[src/rtl/raster_pkg.sv]
package raster_pkg;
  localparam int POS_W = 16;
  typedef logic [POS_W-1:0] pos_t;
  localparam pos_t SEED = '1;
  // feedback taps: bits 15, 4, 2, 1
  localparam pos_t TAP_MASK = 16'h8016;

  localparam int NWIN   = 4;
  localparam int WIN_HS = 0;
  localparam int WIN_VS = 1;
  localparam int WIN_X  = 2;
  localparam int WIN_Y  = 3;

  typedef struct packed {
    logic            hWrap;
    logic            vWrap;
    logic [NWIN-1:0] winOn;
    logic [NWIN-1:0] winOff;
    logic            atOrigin;
  } strobe_t;

  function automatic pos_t lfsrNext(pos_t cur);
    return {cur[POS_W-2:0], ^(cur & TAP_MASK)};
  endfunction
endpackage

[src/rtl/raster_lfsr_reg.sv]
module raster_lfsr_reg
  import raster_pkg::*;
(
  input  logic clk,
  input  logic rst,
  input  logic stepEn,
  input  logic wrapEn,
  output pos_t pos
);
  always_ff @(posedge clk) begin
    if (rst)         pos <= SEED;
    else if (stepEn) pos <= wrapEn ? SEED : lfsrNext(pos);
  end


  lfsr_nonzero_chk: assert property (@(posedge clk) disable iff (rst) pos != '0);
endmodule

[src/rtl/raster_ctrl.sv]
module raster_ctrl
  import raster_pkg::*;
(
  input  logic            clk,
  input  logic            rst,
  input  pos_t            hPos,
  input  pos_t            vPos,
  input  pos_t            hEnd,
  input  pos_t            vEnd,
  input  pos_t [NWIN-1:0] onPos,
  input  pos_t [NWIN-1:0] offPos,
  output strobe_t         strb
);
  logic hAtEnd;
  assign hAtEnd = (hPos == hEnd);

  always_comb begin
    strb.hWrap    = hAtEnd;
    strb.vWrap    = hAtEnd && (vPos == vEnd);
    strb.atOrigin = (hPos == SEED) && (vPos == SEED);
  end

  for (genvar i = 0; i < NWIN; i++) begin : g_cmp
    localparam bit USE_V = (i == WIN_VS) || (i == WIN_Y);
    if (USE_V) begin : g_v
      assign strb.winOn[i]  = (vPos == onPos[i]);
      assign strb.winOff[i] = (vPos == offPos[i]);
    end else begin : g_h
      assign strb.winOn[i]  = (hPos == onPos[i]);
      assign strb.winOff[i] = (hPos == offPos[i]);
    end
  end


  line_wrap_chk: assert property (@(posedge clk) disable iff (rst)
    hAtEnd |=> (hPos == SEED));

  v_hold_chk: assert property (@(posedge clk) disable iff (rst)
    !hAtEnd |=> $stable(vPos));

  frame_wrap_chk: assert property (@(posedge clk) disable iff (rst)
    (hAtEnd && (vPos == vEnd)) |=> ((hPos == SEED) && (vPos == SEED)));
endmodule

[src/rtl/raster_datapath.sv]
module raster_datapath
  import raster_pkg::*;
(
  input  logic       clk,
  input  logic       rst,
  input  strobe_t    strb,
  input  logic [7:0] blankMode,
  output pos_t       hPos,
  output pos_t       vPos,
  output logic       hsyncO,
  output logic       vsyncO,
  output logic       deO,
  output logic       frameStartO
);
  logic            live;
  logic [NWIN-1:0] winQ;
  logic [NWIN-1:0] winD;

  assign live = (blankMode == 8'h00);

  raster_lfsr_reg u_hCnt (
    .clk(clk), .rst(rst), .stepEn(1'b1), .wrapEn(strb.hWrap), .pos(hPos));

  raster_lfsr_reg u_vCnt (
    .clk(clk), .rst(rst), .stepEn(strb.hWrap), .wrapEn(strb.vWrap), .pos(vPos));

  for (genvar i = 0; i < NWIN; i++) begin : g_win
    always_comb begin
      if (strb.winOn[i])       winD[i] = 1'b1;
      else if (strb.winOff[i]) winD[i] = 1'b0;
      else                     winD[i] = winQ[i];
    end
  end

  always_ff @(posedge clk) begin
    if (rst) begin
      winQ        <= '0;
      hsyncO      <= 1'b0;
      vsyncO      <= 1'b0;
      deO         <= 1'b0;
      frameStartO <= 1'b0;
    end else begin
      winQ        <= winD;
      hsyncO      <= winD[WIN_HS] && live;
      vsyncO      <= winD[WIN_VS] && live;
      deO         <= winD[WIN_X] && winD[WIN_Y] && live;
      frameStartO <= strb.atOrigin;
    end
  end


  blank_force_chk: assert property (@(posedge clk) disable iff (rst)
    ($past(blankMode) != 8'h00) |-> (!hsyncO && !vsyncO && !deO));
endmodule

[src/rtl/lfsr_raster_timer.sv]
module lfsr_raster_timer
  import raster_pkg::*;
(
  input  logic        pixClk,
  input  logic        rst,
  input  logic [15:0] hEndCnt,
  input  logic [15:0] hSyncOn,
  input  logic [15:0] hSyncOff,
  input  logic [15:0] xShowOn,
  input  logic [15:0] xShowOff,
  input  logic [15:0] vEndCnt,
  input  logic [15:0] vSyncOn,
  input  logic [15:0] vSyncOff,
  input  logic [15:0] yShowOn,
  input  logic [15:0] yShowOff,
  input  logic [7:0]  blankMode,
  output logic        hsyncO,
  output logic        vsyncO,
  output logic        deO,
  output logic        frameStartO
);
  pos_t            hPos;
  pos_t            vPos;
  strobe_t         strb;
  pos_t [NWIN-1:0] onPos;
  pos_t [NWIN-1:0] offPos;

  always_comb begin
    onPos[WIN_HS]  = hSyncOn;
    offPos[WIN_HS] = hSyncOff;
    onPos[WIN_VS]  = vSyncOn;
    offPos[WIN_VS] = vSyncOff;
    onPos[WIN_X]   = xShowOn;
    offPos[WIN_X]  = xShowOff;
    onPos[WIN_Y]   = yShowOn;
    offPos[WIN_Y]  = yShowOff;
  end

  raster_ctrl u_ctrl (
    .clk(pixClk), .rst(rst), .hPos(hPos), .vPos(vPos),
    .hEnd(hEndCnt), .vEnd(vEndCnt), .onPos(onPos), .offPos(offPos),
    .strb(strb));

  raster_datapath u_dp (
    .clk(pixClk), .rst(rst), .strb(strb), .blankMode(blankMode),
    .hPos(hPos), .vPos(vPos), .hsyncO(hsyncO), .vsyncO(vsyncO),
    .deO(deO), .frameStartO(frameStartO));
endmodule

[config.mk]
export PLATFORM = sky130hd
export DESIGN_NAME = lfsr_raster_timer
export DESIGN_NICKNAME = d
export VERILOG_FILES = /design/src/rtl/raster_pkg.sv /design/src/rtl/raster_lfsr_reg.sv /design/src/rtl/raster_ctrl.sv /design/src/rtl/raster_datapath.sv /design/src/rtl/lfsr_raster_timer.sv
export SDC_FILE = /design/constraint.sdc
export NUM_CORES = 1
export LEC_CHECK = 0
export BUFFER_PORTS_ARGS = -buffer_cell sky130_fd_sc_hd__buf_2
export CAP_MARGIN = 20
export CORE_MARGIN = 2
export CORE_UTILIZATION = 35
export CTS_CLUSTER_DIAMETER = 60
export DETAILED_ROUTE_END_ITERATION = 8
export PLACE_DENSITY = 0.76
export SETUP_SLACK_MARGIN = 0.2
export SLEW_MARGIN = 25
export SYNTH_ARGS = -nofsm -noshare
export SYNTH_HDL_FRONTEND = slang
export SYNTH_SLANG_ARGS = --single-unit
[constraint.sdc]
create_clock -name pixClk -period 1.7 [get_ports pixClk]
set_input_delay 0.17 -clock pixClk [delete_from_list [all_inputs] [get_ports pixClk]]
set_output_delay 0.17 -clock pixClk [all_outputs]
set_load 0.01 [all_outputs]
==> flow_summary.json <==
{
  "synthTopCellsByArea": "dfxtp_1 24%, xnor2_1 22%, xor2_1 22%, nand4_1 5.9%, nor4_1 4.9%",
  "ys_warn_count": 0,
  "cts_max_path_buffers": 2,
  "post_synth_xor_area_fraction": 0.4412,
  "min_period_ns": 1.731,
  "cts_sinks": 40,
  "status": "finished, violations left",
  "ys_ff_latch": 40,
  "finalHoldViolations": 0,
  "finalWorstSetupSlack_ns": -0.03097,
  "clk_latency_ns": 0.29,
  "diodes": 0,
  "regArea_um2": 848.3,
  "synthCells": 372,
  "max_cap_viol_count": 0,
  "drtIter0Drc": 73,
  "port_buffers": 173,
  "synth.distinct_cells": 21,
  "p_sw_uw": 630.4,
  "clk_pin_slew_ns": 0.08,
  "avgSynthCellArea_um2": 8.859,
  "fin_skew_ns": 0.008582,
  "worstMarginPinSlew_ns": 0.3680,
  "use_met2": 0.4395,
  "clkPwrFrac": 0.346,
  "synth_nets": 542,
  "area_growth_pct": 55.16,
  "cts_buffers": 5,
  "wl_um": 12270,
  "synth_fa_ha_area_frac": 0,
  "synth-simple-area-share": 0.1860,
  "powerDensity_nw_per_um2": 466.8,
  "std_cell_rows": 35,
  "clock-root-buffer": "clkbuf_8",
  "io_pins": 174,
  "grtUsageMet3": 0.04785,
  "antenna_found_initial": 0,
  "period_share": 1.018,
  "p_seq_frac": 0.396,
  "hpwl_um": 9727,
  "die_x_um": 101.0,
  "fin_setup_tns_ns": -0.1918,
  "synth-compound-area-share": 0.06758,
  "p_leak_uw": 0.002098,
  "setup_viol": 9,
  "core_um2": 9196,
  "worstPathMaxFanout": 8,
  "synth_top_area_share": 0.2430,
  "synth-edff-count": 0,
  "violations": "negative setup slack",
  "slew-limit-headroom": 0.7524,
  "grt_pass1_wl_um": 17790,
  "finalNetCount": 739,
  "async_reset_ff_frac": 0,
  "start_util": 0.3584,
  "multi_input_area_um2": 2596,
  "synth_top_family_by_area": "XOR/XNOR gates",
  "nFillCells": 841,
  "ant_nets": 0,
  "htreeDepth": 2,
  "required_ns": 1.88,
  "worstSetupPathType": "reg -> reg",
  "drive_gt1_frac": 0.5368,
  "slew_viol_final": 0,
  "vias_per_cell": 4.913,
  "p_int_uw": 1757,
  "overflow": 0,
  "holdBufCountCts": 0,
  "top_usage_layer": "met2",
  "synth_commonest_cells": "83 x xnor2_1, 83 x xor2_1, 40 x dfxtp_1",
  "synth_top_area_cell": "dfxtp_1",
  "grtUsageTotal": 0.2295,
  "synthMuxAreaShare": 0,
  "drcViolationCount": 0,
  "synth-seq-area-share": 0.2430,
  "firstDrtPassIters": 4,
  "grt_max_degree": 24,
  "arrival_ns": 1.91,
  "dieArea_um2": 10210,
  "end_kind": "register",
  "cts_tree": "built",
  "rsz0062_at_grt": "yes",
  "comb_power_share": 0.258,
  "timing.hold.ws_ns": 0.1853,
  "fp.dieH_um": 101.0,
  "avgRoutedWirePerCell_um": 18.02,
  "swShare": 0.2641,
  "grt_pass1_vias": 3520,
  "min_path_type": "in -> reg",
  "timing.fmax_ghz": 0.5777,
  "gp_congestion": 0.9037,
  "grt_use_met1": 0.2517,
  "crit_path_start_kind": "register",
  "vias": 3346,
  "ys.flop_type": "dfxtp_1",
  "synthesis.area_um2": 3296,
  "ir_drop_uv": 311.3
}
cell usage in the layout, fill, tap and decap left out, types with 2 or more instances in the layout:
cell         n
xor2_2       4
nand4_1     31
xnor2_1     73
nand3_1      2
or4_1        2
nor4_4       5
buf_2      173
nor3_1       3
nor2_1      23
xnor2_2      9
nand2_1      2
buf_6       18
dfxtp_4      8
clkbuf_8     6
a2bb2oi_1    2
dfxtp_2     14
buf_12       3
a21oi_2      4
dfxtp_1     18
a2bb2oi_2   14
buf_4       32
nor4_2       8
xor2_1      78
nand2b_1    16
nor4_1      13
path summary, 6_finish.rpt:
path | from | to | slack, ns | cells past startpoint
worst min register to register | u_dp.winQ[0]$_SDFF_PP0_ | u_dp.hsyncO$_SDFF_PP0_ | 0.49 | 2
worst min-delay path | blankMode[6] | u_dp.hsyncO$_SDFF_PP0_ | 0.19 | 4
worst max-delay path | u_dp.u_hCnt.pos[5]$_SDFF_PP1_ | u_dp.u_vCnt.pos[9]$_SDFFE_PP1P_ | -0.03 | 7
worst max register to register | u_dp.u_hCnt.pos[5]$_SDFF_PP1_ | u_dp.u_vCnt.pos[9]$_SDFFE_PP1P_ | -0.03 | 7
worst max-delay path, stage by stage, from the launching register on:
cell and delay [ns]:
dfxtp_1 0.36, xor2_1 0.15, nor4_1 0.31, nand4_1 0.19, buf_4 0.19, nor2_4 0.17
clkbuf_16 0.19, a2bb2oi_2 0.06
cells by family after synthesis:
kind of cell | count (synthesis)
XOR/XNOR | 166
AO/OA/AOI/OAI | 20
buffers and inverters | 38
AND/OR/NAND/NOR | 108
flip-flops | 40
area by class of cell:
| type | count | share of cell area |
|---|---|---|
| Clock buffer | 6 | 0.01615 |
| Clock inverter | 2 | 0.007585 |
| Multi-Input combinational cell | 294 | 0.5077 |
| Sequential cell | 40 | 0.1659 |
| Tap cell | 111 | 0.02716 |
| Timing Repair Buffer | 228 | 0.2755 |
what timing repair did:
action                                  CTS  global route
endpoints found under the setup margin   40            40
pin swaps                                 6            25
cloned                                    0             1
setup buffers                             4             6
gates resized for setup                  33            59
power groups by stage:
stage / clock [uW] / combinational (uW) / sequential [uW]
finish: 827 / 616 / 945
CTS: 841 / 562 / 953
floorplan: 0 / 259 / 971
global placement: 0 / 534 / 977
global route: 882 / 662 / 946
detailed placement: 0 / 541 / 977
per-stage QoR:
step           total power [uW]  cells  area (um^2)  setup slack, ns  utilization
2_1_floorplan              1230    372         3368           0.1274            -
3_3_place_gp               1511    662         4463          -0.1649       0.4853
3_5_place_dp               1517    662         4463          -0.1596       0.4853
4_1_cts                    2356    674         4733          0.01977       0.5147
5_1_grt                    2491    681         5114         -0.08460       0.5561
6_report                   2387    681         5114         -0.03097       0.5561
registers in the layout, summed over array words and instances (netlist names):
signal and cells:
u_dp.deO 1, u_dp.frameStartO 1, u_dp.hsyncO 1, u_dp.u_hCnt.pos 16, u_dp.u_vCnt.pos 16, u_dp.vsyncO 1, u_dp.winQ 4
routing by layer:
layer | wire length, um | up-vias
met5 | 0 | -
met4 | 243 | 0
met3 | 792 | 18
met2 | 6490 | 164
met1 | 4744 | 1531
li1 | - | 1633
Note: power is estimated with default switching activity, not from simulation.
